===== src/rtl/modmul_pkg.sv =====
package modmul_pkg;

    typedef enum logic [1:0] {
        PH_IDLE = 2'd0,
        PH_ADD  = 2'd1,
        PH_RED1 = 2'd2,
        PH_RED2 = 2'd3
    } phase_e;

endpackage


===== src/rtl/modmul_seg_adder.sv =====
module modmul_seg_adder #(
    parameter int W = 8
) (
    input  logic [W-1:0] a_i,
    input  logic [W-1:0] b_i,
    input  logic         cin_i,
    output logic [W-1:0] sum_o,
    output logic         cout_o
);
    logic [W:0] total;

    always_comb begin
        total  = {1'b0, a_i} + {1'b0, b_i} + {{W{1'b0}}, cin_i};
        sum_o  = total[W-1:0];
        cout_o = total[W];
    end
endmodule


===== src/rtl/modmul_sequencer.sv =====
module modmul_sequencer
    import modmul_pkg::*;
#(
    parameter int N    = 32,
    parameter int SEGS = 5
) (
    input  logic   clk,
    input  logic   rst_n,
    input  logic   start,
    output phase_e phase_o,
    output logic   load_o,
    output logic   seg_last_o,
    output logic   bit_last_o
);
    localparam int SEG_W = (SEGS > 1) ? $clog2(SEGS) : 1;
    localparam int BIT_W = (N > 1) ? $clog2(N) : 1;

    typedef struct packed {
        phase_e           phase;
        logic [SEG_W-1:0] seg;
        logic [BIT_W-1:0] bitn;
    } seq_t;

    seq_t s_d, s_q;
    logic busy_w;

    always_comb begin
        busy_w     = (s_q.phase != PH_IDLE);
        load_o     = start && !busy_w;
        seg_last_o = (s_q.seg == SEG_W'(SEGS - 1));
        bit_last_o = (s_q.bitn == '0);
        phase_o    = s_q.phase;

        s_d = s_q;
        if (load_o) begin
            s_d.phase = PH_ADD;
            s_d.seg   = '0;
            s_d.bitn  = BIT_W'(N - 1);
        end else if (busy_w) begin
            if (seg_last_o) begin
                s_d.seg = '0;
                unique case (s_q.phase)
                    PH_ADD:  s_d.phase = PH_RED1;
                    PH_RED1: s_d.phase = PH_RED2;
                    PH_RED2: begin
                        if (bit_last_o) begin
                            s_d.phase = PH_IDLE;
                        end else begin
                            s_d.phase = PH_ADD;
                            s_d.bitn  = s_q.bitn - 1'b1;
                        end
                    end
                    default: s_d.phase = PH_IDLE;
                endcase
            end else begin
                s_d.seg = s_q.seg + 1'b1;
            end
        end
    end

    always_ff @(posedge clk or negedge rst_n) begin
        if (!rst_n) begin
            s_q <= '{phase: PH_IDLE, seg: '0, bitn: '0};
        end else begin
            s_q <= s_d;
        end
    end

    AST_SEG_RANGE: assert property (@(posedge clk) disable iff (!rst_n)
        (s_q.phase != PH_IDLE) |-> (s_q.seg < SEG_W'(SEGS)));
    AST_LOAD_ENTRY: assert property (@(posedge clk) disable iff (!rst_n)
        $rose(s_q.phase != PH_IDLE) |-> (s_q.phase == PH_ADD && s_q.seg == '0
                                         && s_q.bitn == BIT_W'(N - 1)));
    AST_BUSY_HOLDS: assert property (@(posedge clk) disable iff (!rst_n)
        (s_q.phase != PH_IDLE && !(s_q.phase == PH_RED2 && seg_last_o && bit_last_o))
        |=> (s_q.phase != PH_IDLE));
endmodule


===== src/rtl/modmul_interleaved.sv =====
module modmul_interleaved
    import modmul_pkg::*;
#(
    parameter int N = 32,
    parameter int W = 8
) (
    input  logic         clk,
    input  logic         rst_n,
    input  logic         start,
    input  logic [N-1:0] x_in,
    input  logic [N-1:0] y_in,
    input  logic [N-1:0] m_in,
    output logic         busy,
    output logic         done,
    output logic [N-1:0] result
);
    localparam int SEGS = N / W + 1;
    localparam int DW   = SEGS * W;

    typedef struct packed {
        logic [DW-1:0] part;
        logic [DW-1:0] acc;
        logic [DW-1:0] opb;
        logic          cy;
        logic [N-1:0]  xs;
        logic [N-1:0]  ys;
        logic [N-1:0]  ms;
        logic [N-1:0]  res;
        logic          done;
    } dp_t;

    dp_t d_d, d_q;

    phase_e        phase;
    logic          load, seg_last, bit_last;
    logic [W-1:0]  seg_sum;
    logic          seg_cout;
    logic [DW-1:0] shifted;
    logic [DW-1:0] kept;
    logic [DW-1:0] neg_m;

    modmul_sequencer #(.N(N), .SEGS(SEGS)) u_seq (
        .clk        (clk),
        .rst_n      (rst_n),
        .start      (start),
        .phase_o    (phase),
        .load_o     (load),
        .seg_last_o (seg_last),
        .bit_last_o (bit_last)
    );

    modmul_seg_adder #(.W(W)) u_add (
        .a_i    (d_q.acc[W-1:0]),
        .b_i    (d_q.opb[W-1:0]),
        .cin_i  (d_q.cy),
        .sum_o  (seg_sum),
        .cout_o (seg_cout)
    );

    always_comb begin
        shifted = {seg_sum, d_q.acc[DW-1:W]};
        kept    = seg_cout ? shifted : d_q.part;
        neg_m   = ~{{W{1'b0}}, d_q.ms};

        d_d      = d_q;
        d_d.done = 1'b0;
        if (load) begin
            d_d.part = '0;
            d_d.acc  = '0;
            d_d.opb  = x_in[N-1] ? {{W{1'b0}}, y_in} : '0;
            d_d.cy   = 1'b0;
            d_d.xs   = x_in << 1;
            d_d.ys   = y_in;
            d_d.ms   = m_in;
        end else if (phase != PH_IDLE) begin
            d_d.acc = shifted;
            d_d.opb = d_q.opb >> W;
            d_d.cy  = seg_cout;
            if (seg_last) begin
                unique case (phase)
                    PH_ADD: begin
                        d_d.part = shifted;
                        d_d.acc  = shifted;
                        d_d.opb  = neg_m;
                        d_d.cy   = 1'b1;
                    end
                    PH_RED1: begin
                        d_d.part = kept;
                        d_d.acc  = kept;
                        d_d.opb  = neg_m;
                        d_d.cy   = 1'b1;
                    end
                    PH_RED2: begin
                        d_d.part = kept;
                        if (bit_last) begin
                            d_d.res  = kept[N-1:0];
                            d_d.done = 1'b1;
                        end else begin
                            d_d.acc = kept << 1;
                            d_d.opb = d_q.xs[N-1] ? {{W{1'b0}}, d_q.ys} : '0;
                            d_d.cy  = 1'b0;
                            d_d.xs  = d_q.xs << 1;
                        end
                    end
                    default: ;
                endcase
            end
        end
    end

    always_ff @(posedge clk or negedge rst_n) begin
        if (!rst_n) begin
            d_q <= '0;
        end else begin
            d_q <= d_d;
        end
    end

    assign busy   = (phase != PH_IDLE);
    assign done   = d_q.done;
    assign result = d_q.res;

    AST_NO_OVERFLOW: assert property (@(posedge clk) disable iff (!rst_n)
        (phase == PH_ADD && seg_last) |-> !seg_cout);
    AST_ITER_REDUCED: assert property (@(posedge clk) disable iff (!rst_n)
        (phase == PH_RED2 && seg_last) |=> (d_q.part < {{W{1'b0}}, d_q.ms}));
    AST_RESULT_BELOW_M: assert property (@(posedge clk) disable iff (!rst_n)
        done |-> (result < d_q.ms));
    AST_DONE_PULSE: assert property (@(posedge clk) disable iff (!rst_n)
        done |-> (!busy ##1 !done));
    AST_RESULT_HELD: assert property (@(posedge clk) disable iff (!rst_n)
        !done |-> $stable(result));
endmodule


===== config.mk =====
export PLATFORM = sky130hd
export DESIGN_NAME = modmul_interleaved
export DESIGN_NICKNAME = d
export VERILOG_FILES = /design/src/rtl/modmul_pkg.sv /design/src/rtl/modmul_seg_adder.sv /design/src/rtl/modmul_sequencer.sv /design/src/rtl/modmul_interleaved.sv
export SDC_FILE = /design/constraint.sdc
export NUM_CORES = 1
export LEC_CHECK = 0
export BUFFER_PORTS_ARGS = -buffer_cell sky130_fd_sc_hd__clkbuf_2
export CAP_MARGIN = 20
export CORE_MARGIN = 2
export CORE_UTILIZATION = 64
export CTS_CLUSTER_DIAMETER = 60
export DETAILED_ROUTE_END_ITERATION = 10
export HOLD_SLACK_MARGIN = 0.08
export PLACE_DENSITY_LB_ADDON = 0.25
export RECOVER_POWER = 100
export SLEW_MARGIN = 0
export SYNTH_ARGS = -nofsm -noshare
export SYNTH_HDL_FRONTEND = slang
export SYNTH_SLANG_ARGS = --single-unit

===== constraint.sdc =====
create_clock -name clk -period 7.95 [get_ports clk]
set_clock_uncertainty 0.2 [all_clocks]
set_input_delay 1.59 -clock clk [delete_from_list [all_inputs] [get_ports clk]]
set_output_delay 1.59 -clock clk [all_outputs]
set_load 0.01 [all_outputs]

## After elaboration in Yosys (flattened, before gate mapping)

Cells that the tools add are included.

| word-level totals | value |
|---|---|
| output and inout port bits | 34 |
| input port bits | 99 |
| logic and storage cells | 58 |
| register bits after elaboration | 260 |

| operators by class | value |
|---|---|
| equal/unequal tests | 5 |
| $add $sub $neg | 4 |
| muxes and demuxes | 23 |
| bitwise operators | 2 |
| reduce and logical (&&, ||, !) cells | 12 |

Operators with widths:

| cell | count |
|---|---|
| 153-bit 2-to-1 mux | 3 |
| 121-bit case mux with 3 select lines | 1 |
| 113-bit 2-to-1 mux | 1 |
| 32-bit 2-to-1 mux | 3 |
| 40-bit 2-to-1 mux | 1 |
| 32-bit NOT with 40-bit output | 1 |
| 10-bit 2-to-1 mux | 2 |
| 5-bit 2-to-1 mux | 3 |
| 8-bit by 8-bit adder with 9-bit output | 1 |
| 9-bit by 1-bit adder with 9-bit output | 1 |
| 2-bit nonzero test | 4 |
| 1-bit 2-to-1 mux | 6 |
| 2-bit case mux with 3 select lines | 1 |
| 5-bit zero test | 1 |
| 5-bit AND reduction | 1 |
| 5-bit by 1-bit subtractor with 5-bit output, second input constant | 1 |
| 2-bit == test, second input constant | 2 |
| 4-bit AND reduction | 1 |
| 4-bit nonzero test | 1 |
| 3-bit by 1-bit adder with 3-bit output, second input constant | 1 |
| 3-bit == test, second input constant | 1 |
| 3-bit 2-to-1 mux | 1 |
| 3-bit AND reduction | 1 |
| 2-bit by 1-bit == test with 1-bit output, second input constant | 1 |
| other kinds (6) | 6 |

## Depth between registers and ports, before layout

Gate-level depths: netlist (run 1).

| depth | value |
|---|---|
| word-level depth | 8 |
| mapped depth | 11 |
| gate-level depth less buffers | 8 |

## By module

From an unflattened synthesis (run 1), not the netlist that was laid out.

| second synthesis, totals | value |
|---|---|
| cell total of the unflattened synthesis | 1196 |
| area total of the unflattened synthesis | 12879.9 um^2 |

By module, submodules not included:

| module | times used | area each (um^2) | sequential area each (um^2) | cells an instance |
|---|---|---|---|---|
| modmul_interleaved | 1 | 11981.5 | 6055.8 | 1098 |
| modmul_sequencer | 1 | 585.6 | 250.2 | 60 |
| modmul_seg_adder | 1 | 312.8 | 0.0 | 38 |

## Worst setup path after synthesis (run 1)

Ideal clock, no wire load.

| path | value |
|---|---|
| kind | register -> output |
| start point | register u_seq.s_q, in the netlist u_seq.phase_o[0] |
| end point | output busy |
| path buffers | 3 |
| arrival | 1438 ps |
| data required time | 6160 ps |
| stages on the path, launching flop included | 7 |
| slack | 4722 ps |
| path through | dfrtp_1 inv_1 ha_1 buf_2 inv_1 clkbuf_1 clkbuf_1 |

| between the ends | value |
|---|---|
| longest elaborated chain between the ends | 1 |

Ends and longest elaborated chain:

| element | RTL line | RTL |
|---|---|---|
| start: declaration | modmul_sequencer.sv:24 | `seq_t s_d, s_q;` |
| start signal: assignment | modmul_sequencer.sv:63 | `s_q <= '{phase: PH_IDLE, seg: '0, bitn: '0};` |
| 2-bit nonzero test | modmul_interleaved.sv:119 | `assign busy = (phase != PH_IDLE);` |
| end: declaration | modmul_interleaved.sv:13 | `output logic busy,` |

Every way passes these cells.

## Worst setup path in the final report (run 1)

| path | value |
|---|---|
| start point | register u_seq.s_q, in the netlist u_seq.phase_o[1] |
| end point | register d_q[205] (netlist bit) |

| between the ends | value |
|---|---|
| longest elaborated chain between the ends | 5 |
| elaborated cells between the ends (all ways) | 11 |
| those cells by class | eq/ne: 3; mux: 4; reduce/logical: 4 |

Ends and longest elaborated chain:

| element | RTL line | RTL |
|---|---|---|
| 2-bit == test or 2-bit by 1-bit == test with 1-bit output (tied branches) | modmul_interleaved.sv:80 | `unique case (phase)` |
| 121-bit case mux with 3 select lines | modmul_interleaved.sv:80 |  |
| 153-bit 2-to-1 mux | modmul_interleaved.sv:79 | `if (seg_last) begin` |
| 153-bit 2-to-1 mux | modmul_interleaved.sv:75 | `end else if (phase != PH_IDLE) begin` |
| 153-bit 2-to-1 mux | modmul_interleaved.sv:67 | `if (load) begin` |
| end signal: assignment | modmul_interleaved.sv:113 | `d_q <= '0;` |
| end signal: assignment | modmul_interleaved.sv:115 | `d_q <= d_d;` |
| end: declaration | modmul_interleaved.sv:32 | `dp_t d_d, d_q;` |

Parallel ways exist; a longest one is shown, timed or not. The select of a mux whose other input is x is not followed.
A chain may end at the register's enable or synchronous reset.

==> results.toml, run 1 <==
[grt]
grt-busiest-layer = "met2"
met1_usage_pct = 42.8
grt_max_degree = 149
met3_usage_pct = 4.29
grt_pass1_wl_um = 49500
grt_usage_pct = 30.4
use_met2_pct = 49.1
antenna_found_initial = 0
grt_overflow = 0
grt_pass1_vias = 9823

[layout]
final_cell_mix = "dfrtp_1, nand2_1, a21oi_1"
nets = 1430
syn_to_final_growth_pct = 9.84
n_antenna_cell = 0
fill_cells = 1387
layout-drive-gt1-share_pct = 12.9
layout_commonest_cell = "dfrtp_1"

[critical_path]
worstPathMaxFanout = 55
arrival_ns = 5.63
cp_cell_sequence = "inv_1, ha_1, inv_1, clkbuf_1, nor2_1, clkbuf_1, a222oi_1, o21ai_0"
reg2regPathDepth = 8
critPathBufInv = 4
cpMaxStageDelayCell = "clkbuf_1"
end_kind = "flop"
path_delay_family = "buffers and inverters"
cp_data_required_time_ns = 8.19
cpPeakStageDelay_ns = 1.56
cp.depth = 8
critPathKind = "reg -> reg"
critPathLaunchType = "flop"

[synth]
netlist_area_sq_mm = 0.0122
synth_top_area_cell = "dfrtp_1"
synth_nets = 1384
synthTopCellsByArea = "dfrtp_1, nand2_1, a21oi_1"
synth_seq_cells = 252
yosys.area.top_type_share_pct = 51.9
synth_cell_types = 59
yosys_warnings = 0
ys.flop_type = "dfrtp_1"
avgSynthCellArea_sq_um = 9.58
seq_area_frac_synth_pct = 51.9
synthCells = 1269
synth_edf_count = 0
ys_async_sr_fraction_pct = 100

[drt]
detail-route-antenna-nets = 0
drt_iter0_drc = 919
wl_um = 30400
first_pass_iters = 5
routed_via_density = 6.41
drcViolationCount = 0
vias = 10000
wire_per_inst_um = 19.4

[clock_tree]
h-tree-depth = 1
clock-root-buffer = "clkbuf_16"
post-cts-setup-buffers = 0
cts_max_path_buffers = 3
insertion_delay_ns = 0.53
postCtsHoldBufs = 0
path_clk_slew_ns = 0.06
clock_sinks = 252
cts_buffers = 26
cts_tree = "built"
cts_resized = 0

[die]
die_w_um = 142
core.rowCount = 50
start_util_pct = 65.2
die_area_sq_mm = 0.0201
design.portCount = 133
die_height_um = 142
core_area_sq_mm = 0.0186

[placed_design]
place_ws_ns = 4.01
port-buffer-count = 132
place_congestion = 0.899
dpl.hpwl_um = 18500

[power]
swShare_pct = 38.9
switchingPower_uw = 2040
p_leak_uw = 0.00615
clkPwrFrac_pct = 21.8
ir_drop_mv = 0.223
power_frac_comb_pct = 36.3
power_density_mw_per_mm2 = 393
p_int_uw = 3210
pwr-share-seq_pct = 41.9
power_uw = 5250

[timing]
slew_headroom_pct = -91.5
rsz0062_at_grt = "no"
post-route-period-util_pct = 67.8
hold_viol = 0
max_freq_ghz = 0.185
fin_ws_ns = 2.56
tightest_slew_ns = 2.87
setup_tns_ns = 0
setup_viol = 0
drv_slew = 281
min_period_ns = 5.39

[hold_path]
hp-class = "reg -> reg"
holdPathStages = 2

[outcome]
violations = "capacitance limit, slew limit"
outcome = "finished with violations"

[job]
cap_violations = 6
[state kept, by name, indices dropped and copies added, names as in the netlist]
signal and cells:
result 32, d_q 209, u_seq.s_q 8, done 1, u_seq.phase_o 2
[per-layer routing]
metal / part of all wire (%) / up-vias / wire length, um
li1: - / 4608 / -
met1: 42 / 4898 / 12700
met2: 48 / 451 / 14500
met3: 7.3 / 67 / 2210
met4: 3.1 / 0 / 953
met5: 0 / - / 0
[stage by stage]
| stage | hold slack (ns) | instances | area [sq um] | util [%] |
|---|---|---|---|---|
| 2_1_floorplan | 0.240 | 1269 | 12200 | - |
| 4_1_cts | 0.278 | 1560 | 13400 | 71.9 |
| 3_3_place_gp | 0.256 | 1518 | 12600 | 67.6 |
| 5_1_grt | 0.300 | 1563 | 13400 | 71.6 |
| 3_5_place_dp | 0.262 | 1518 | 12600 | 67.6 |
| 6_report | 0.277 | 1563 | 13400 | 71.6 |
[synthesized netlist by cell type (all sizes together) (4+ instances only)]
cell type    n
and3         4
mux2i       34
inv         34
ha          14
mux2         6
a22o        52
clkbuf      62
nand2      251
a211oi       7
nor2        80
o221ai      25
o21ai       55
a2bb2oi      6
o22ai       25
nand2b       4
a21oi      135
buf         69
dfrtp      252
o221a        5
a22oi       68
a221oi      26
nand3        7
xor2         5
[cell families after synthesis]
group                      Yosys count  share of synthesized area (%)
buffers and inverters              165                           6.69
xor gates and xnor gates             8                          0.576
and+or+nand+nor                    357                           11.7
AOI/OAI and AO/OA                  431                           24.0
muxes                               40                           3.39
DFF                                252                           51.9
adders and majority gates           16                           1.77
[layout make-up]
cell class | count | area [sq um] | area share, %
repair buffers | 149 | 757 | 5.67
clock inverters | 5 | 40.0 | 0.300
well taps | 234 | 293 | 2.19
multi-input cells | 852 | 5080 | 38.0
inverters | 34 | 128 | 0.956
clock buffers | 37 | 752 | 5.63
flip-flops and latches | 252 | 6310 | 47.2
[worst register-to-register path: cells and delay by family, from the launching register on]
kind / cells / cell delay [ns]
buf+inv: 4 / 2.76
fa+ha+maj: 1 / 0.83
compound gates: 2 / 0.56
simple gates: 1 / 0.52
flops: 1 / 0.43
[power groups by stage]
stage	combinational, uW	clock, uW	sequential [uW]
after floorplan	1470	0	2050
after global placement	1790	0	2180
after detailed placement	1860	0	2190
after CTS	1880	1160	2180
after global routing	2110	1210	2260
final	1910	1140	2200
[final timing paths]
path                                           endpoint  slack (ns)                         start
setup / recovery                   d_q[205]$_DFFE_PN0P_        2.56  u_seq.phase_o[1]$_DFFE_PN0P_
hold / removal                      d_q[90]$_DFFE_PN0P_        0.28           d_q[90]$_DFFE_PN0P_
setup reg to reg                   d_q[205]$_DFFE_PN0P_        2.56  u_seq.phase_o[1]$_DFFE_PN0P_
hold reg to reg                     d_q[90]$_DFFE_PN0P_        0.28           d_q[90]$_DFFE_PN0P_
max in group asynchronous  u_seq.phase_o[1]$_DFFE_PN0P_        5.41                         rst_n
min in group asynchronous        result[17]$_DFFE_PN0P_        0.88                         rst_n
Note: power is estimated with default switching activity, not from simulation.
==> run 2, diff against run 1 <==
--- a/config.mk
+++ b/config.mk
@@ -8,7 +8,7 @@
 export BUFFER_PORTS_ARGS = -buffer_cell sky130_fd_sc_hd__clkbuf_2
 export CAP_MARGIN = 20
 export CORE_MARGIN = 2
-export CORE_UTILIZATION = 64
+export CORE_UTILIZATION = 59
 export CTS_CLUSTER_DIAMETER = 60
 export DETAILED_ROUTE_END_ITERATION = 10
 export HOLD_SLACK_MARGIN = 0.08
==> constraint.sdc (replaced) <==
create_clock -name clk -period 5.05 [get_ports clk]
set_clock_uncertainty 0.2 [all_clocks]
set_input_delay 1.01 -clock clk [delete_from_list [all_inputs] [get_ports clk]]
set_output_delay 1.01 -clock clk [all_outputs]
set_load 0.01 [all_outputs]
==> run 2 against run 1 <==
  * The flow still finishes with violations (capacitance limit, slew limit)
  * Via count barely moved
  * Global-route usage down 2.0 points
  * Combinational power rose by 56%
  * Critical endpoint is now busy
  * Largest cell class unchanged
  * Highest routed layer unchanged
==> results.toml, run 2 (same netlist as run 1, synthesis figures left out) <==
[outcome]
outcome = "finished with violations"
violations = "capacitance limit, slew limit"

[clock_tree]
postCtsHoldBufs = 0
cts_resized = 0
cts_tree = "built"
cts_buffers = 27
insertion_delay_ns = 0.53
clock_sinks = 252
cts_max_path_buffers = 3
path_clk_slew_ns = 0.06
post-cts-setup-buffers = 0
clock-root-buffer = "clkbuf_16"
h-tree-depth = 1

[critical_path]
cp_cell_sequence = "inv_1, ha_1, clkbuf_1, inv_1, clkbuf_1"
rrSetupSlack_ns = 0.96
r2r_end = "d_q[118]$_DFFE_PN0P_"
cp_data_required_time_ns = 3.84
cpMaxStageDelayCell = "clkbuf_1"
arrival_ns = 2.98
critPathKind = "reg -> out"
critPathLaunchType = "flop"
worstPathMaxFanout = 19
end_kind = "output pin"
reg2regPathDepth = 9
cpPeakStageDelay_ns = 0.62
timing.rr.start = "u_seq.s_q[0]$_DFFE_PN0P_"

[timing]
tightest_slew_ns = 3.03
max_freq_ghz = 0.239
hold_viol = 0
rsz0062_at_grt = "no"
setup_tns_ns = 0
setup_viol = 0
drv_slew = 141
post-route-period-util_pct = 82.9
min_period_ns = 4.19
slew_headroom_pct = -102

[grt]
grt_overflow = 0
grt_usage_pct = 28.4
grt_pass1_vias = 9624
antenna_found_initial = 0
grt_max_degree = 125
grt_pass1_wl_um = 50500

[layout]
fill_cells = 1648
n_antenna_cell = 0
final_cell_mix = "dfrtp_1, nand2_1, a21oi_1"
regMostFlops = "d_q"
fin_util_pct = 66.7
syn_to_final_growth_pct = 11.0
layout-drive-gt1-share_pct = 13.4
multiInputGateArea_sq_mm = 0.00505
nets = 1436
largest_reg_flops = 209
regArea_sq_mm = 0.00631
layout_commonest_cell = "dfrtp_1"

[placed_design]
port-buffer-count = 132
dpl.hpwl_um = 18900
place_congestion = 0.894

[drt]
vias = 10000
wire_per_inst_um = 19.1
wl_um = 30700
routed_via_density = 6.23
drcViolationCount = 0
drt_iter0_drc = 887
detail-route-antenna-nets = 0
first_pass_iters = 6

[power]
power_density_mw_per_mm2 = 625
p_leak_uw = 0.00621
ir_drop_mv = 0.293
swShare_pct = 38.4
p_int_uw = 5200
power_frac_comb_pct = 35.3
clkPwrFrac_pct = 23.7
switchingPower_uw = 3240
pwr-share-seq_pct = 41.0

[die]
design.portCount = 133
die_area_sq_mm = 0.0218
start_util_pct = 60.1
core_area_sq_mm = 0.0202
core.rowCount = 52
die_height_um = 148
die_w_um = 148

[hold_path]
hp-class = "reg -> reg"
holdPathStages = 2
min_to = "d_q[96]$_DFFE_PN0P_"
hold_start = "d_q[96]$_DFFE_PN0P_"

[job]
cap_violations = 2
-- run 2: worst max path at each step --
stage | slack (ns) | end | startpoint
after floorplan | 2.14 | d_q[204]$_DFFE_PN0P_ | d_q[130]$_DFFE_PN0P_
after global placement | 1.48 | d_q[249]$_DFFE_PN0P_ | d_q[130]$_DFFE_PN0P_
after detailed placement | 1.43 | d_q[249]$_DFFE_PN0P_ | d_q[130]$_DFFE_PN0P_
after CTS | 1.31 | busy | u_seq.phase_o[1]$_DFFE_PN0P_
after global routing | 0.59 | d_q[100]$_DFFE_PN0P_ | u_seq.s_q[0]$_DFFE_PN0P_
final | 0.86 | busy | u_seq.phase_o[1]$_DFFE_PN0P_
-- run 2: critical path: cells and delay by family, from the launching register on --
family     cells  cell delay [ns]
flops          1             0.43
buf+inv        4             1.59
fa+ha+maj      1             0.41
-- run 2: layer usage --
metal  share of wire, %  track usage, %  vias to the layer above
met4                2.6            8.46                        0
met5                  0               0                        -
met2                 47            44.5                      440
li1                   -               -                     4620
met3                7.4            4.66                       66
met1                 43            41.3                     4893
-- run 2: final cells by class --
| type | instances | area share (%) |
|---|---|---|
| sequential | 252 | 46.7 |
| inverter | 34 | 0.946 |
| tap | 270 | 2.50 |
| timing repair buffer | 154 | 5.77 |
| multi-input combinational | 852 | 37.4 |
| clock buffer | 39 | 5.71 |
| clock inverter | 8 | 0.881 |
-- run 2: power by group through the flow --
stage / combinational, uW / clock, uW / sequential, uW
after floorplan: 2310 / 0 / 3230
final: 2980 / 2000 / 3460
after detailed placement: 2960 / 0 / 3450
after global placement: 2870 / 0 / 3440
after CTS: 2980 / 2030 / 3440
after global routing: 3320 / 2110 / 3550
-- run 2: per-stage QoR --
step | power [uW] | instance area, sq um | instances | hold slack [ns] | setup slack, ns
CTS | 8450 | 13600 | 1609 | 0.274 | 1.31
global route | 8980 | 13500 | 1609 | 0.299 | 0.590
detailed placement | 6410 | 12700 | 1562 | 0.258 | 1.43
global placement | 6300 | 12700 | 1562 | 0.256 | 1.48
finish | 8440 | 13500 | 1609 | 0.272 | 0.864
floorplan | 5540 | 12200 | 1269 | 0.240 | 2.14
==> run 3, diff against run 2 <==
--- a/config.mk
+++ b/config.mk
@@ -8,7 +8,7 @@
 export BUFFER_PORTS_ARGS = -buffer_cell sky130_fd_sc_hd__clkbuf_2
 export CAP_MARGIN = 20
 export CORE_MARGIN = 2
-export CORE_UTILIZATION = 59
+export CORE_UTILIZATION = 53
 export CTS_CLUSTER_DIAMETER = 60
 export DETAILED_ROUTE_END_ITERATION = 10
 export HOLD_SLACK_MARGIN = 0.08
==> constraint.sdc (replaced) <==
create_clock -name clk -period 3.4 [get_ports clk]
set_clock_uncertainty 0.2 [all_clocks]
set_input_delay 0.68 -clock clk [delete_from_list [all_inputs] [get_ports clk]]
set_output_delay 0.68 -clock clk [all_outputs]
set_load 0.01 [all_outputs]
==> run 3 against run 2 <==
  * The run still ends with capacitance limit, slew limit left
  * Total power is 51% higher
  * Largest cell class unchanged
  * Critical path type is now reg -> reg
  * Clock power is 49% higher
  * Global-route usage is 2.1 points lower
  * Hold slack worse by 0.15 ns
==> results.toml, run 3 (same netlist as run 1, synthesis figures left out) <==
[power]
p_leak_uw = 0.00632
swShare_pct = 38.8
power_frac_comb_pct = 36.3
switchingPower_uw = 4930
power_density_mw_per_mm2 = 926
ir_drop_mv = 0.454
clkPwrFrac_pct = 23.3
pwr-share-seq_pct = 40.3
p_int_uw = 7780

[job]
cap_violations = 2

[drt]
met1_length_um = 14200
wl_met2_um = 14800
met3_length_um = 2160
detail-route-antenna-nets = 0
drt_iter0_drc = 844
routed_via_density = 6.15
drcViolationCount = 0
top_layer_used = "met4"
wire_per_inst_um = 19.6
first_pass_iters = 5
vias = 10100
wl_um = 32200

[outcome]
violations = "capacitance limit, slew limit"
outcome = "finished with violations"

[timing]
min_period_ns = 3.27
drv_slew = 99
max_freq_ghz = 0.306
tightest_slew_ns = 1.73
rsz0062_at_grt = "no"
post-route-period-util_pct = 96.3
hold-worst-slack_ns = 0.125
hold_viol = 0
slew_headroom_pct = -15.1
setup_viol = 0

[grt]
grt_max_degree = 68
grt_pass1_wl_um = 51300
grt_pass1_vias = 9632
grt_usage_pct = 26.3
grt_overflow = 0
antenna_found_initial = 0

[critical_path]
arrival_ns = 3.47
cp_data_required_time_ns = 3.59
critPathKind = "reg -> reg"
critPathLaunchType = "flop"
worstPathMaxFanout = 13
end_kind = "flop"

[die]
core.rowCount = 55
die_height_um = 155
die_w_um = 155
core_area_sq_mm = 0.0226
design.portCount = 133
die_area_sq_mm = 0.0242
start_util_pct = 53.9

[placed_design]
dpl.hpwl_um = 20100
place_congestion = 0.862
dp.cells = 1592
port-buffer-count = 132

[hold_path]
hp-class = "in -> reg"

[clock_tree]
cts_buffers = 28
insertion_delay_ns = 0.55
clock-root-buffer = "clkbuf_16"
cts_tree = "built"
clock_sinks = 252
cts_max_path_buffers = 3
h-tree-depth = 1
path_clk_slew_ns = 0.06

[layout]
largest_reg_flops = 209
n_antenna_cell = 0
fin_util_pct = 60.8
nets = 1455
layout-drive-gt1-share_pct = 15.0
syn_to_final_growth_pct = 13.0
fill_cells = 1968
layout_commonest_cell = "dfrtp_1"
final_cell_mix = "dfrtp_1, nand2_1, a21oi_1"
regMostFlops = "d_q"
instances_no_fill = 1641
multiInputGateArea_sq_mm = 0.00510
regArea_sq_mm = 0.00631
## run 3: cell count changes in the layout (fill, tap and decap cells not counted), sizes merged
cell / change
buf: +11
clkbuf: +4
clkinv: -2
clkinvlp: +2
nor2: +2
bufinv: -1
dlygate4sd3: +1
## run 3: final timing paths
path                                 startpoint                     end  slack [ns]  cells after the start
max                        d_q[130]$_DFFE_PN0P_    d_q[204]$_DFFE_PN0P_        0.13                      8
min                                     m_in[6]     d_q[39]$_DFFE_PN0P_        0.13                      3
max reg2reg                d_q[130]$_DFFE_PN0P_    d_q[204]$_DFFE_PN0P_        0.13                      8
min reg2reg                 d_q[67]$_DFFE_PN0P_     d_q[67]$_DFFE_PN0P_        0.27                      2
max in group asynchronous                 rst_n    d_q[158]$_DFFE_PN0P_        0.43                      3
min in group asynchronous                 rst_n  result[18]$_DFFE_PN0P_        0.92                      2
## run 3: critical path: stages, from the launching register on
cell and delay (ns):
dfrtp_1 0.40, fa_1 0.47, fa_1 0.46, a211oi_2 0.29, o211a_2 0.33, nor2_4 0.17, mux2_1 0.41, a221oi_1 0.32
o31ai_1 0.10
## run 3: area by class of cell
class | instances | area share, %
clock buffers | 39 | 5.78
clock inverters | 7 | 0.711
inverters | 34 | 0.929
multi-input cells | 854 | 37.2
flip-flops and latches | 252 | 45.9
well taps | 285 | 2.60
repair buffers | 170 | 6.91
## run 3: timing repair
action,4_1_cts,5_1_grt
gates resized for setup,2,6
hold buffers,1,0
gates cloned,1,1
endpoints found under the setup margin,38,54
setup buffers,0,0
pin swaps,1,1
hold endpoints to repair,60,0
## run 3: power by group through the flow
stage | clock (uW) | sequential, uW | combinational, uW
floorplan | 0 | 4790 | 3430
global placement | 0 | 5110 | 4410
CTS | 3020 | 5100 | 4570
global route | 3130 | 5270 | 5090
detailed placement | 0 | 5140 | 4520
finish | 2970 | 5130 | 4620
## run 3: routing by layer
| metal | vias up | GRT usage (%) |
|---|---|---|
| met5 | - | 0 |
| met4 | 0 | 9.26 |
| met3 | 74 | 3.59 |
| met2 | 397 | 40.9 |
| met1 | 4954 | 38.2 |
| li1 | 4667 | - |
## run 3: metrics by stage
step | instance area [sq um] | total power [uW] | setup TNS [ns] | setup WS, ns
floorplan | 12200 | 8220 | 0 | 0.487
global placement | 12900 | 9520 | -0.530 | -0.0169
detailed placement | 12900 | 9660 | -4.21 | -0.127
CTS | 13800 | 12700 | 0 | 0.0435
global route | 13700 | 13500 | 0 | 0.0267
finish | 13700 | 12700 | 0 | 0.127
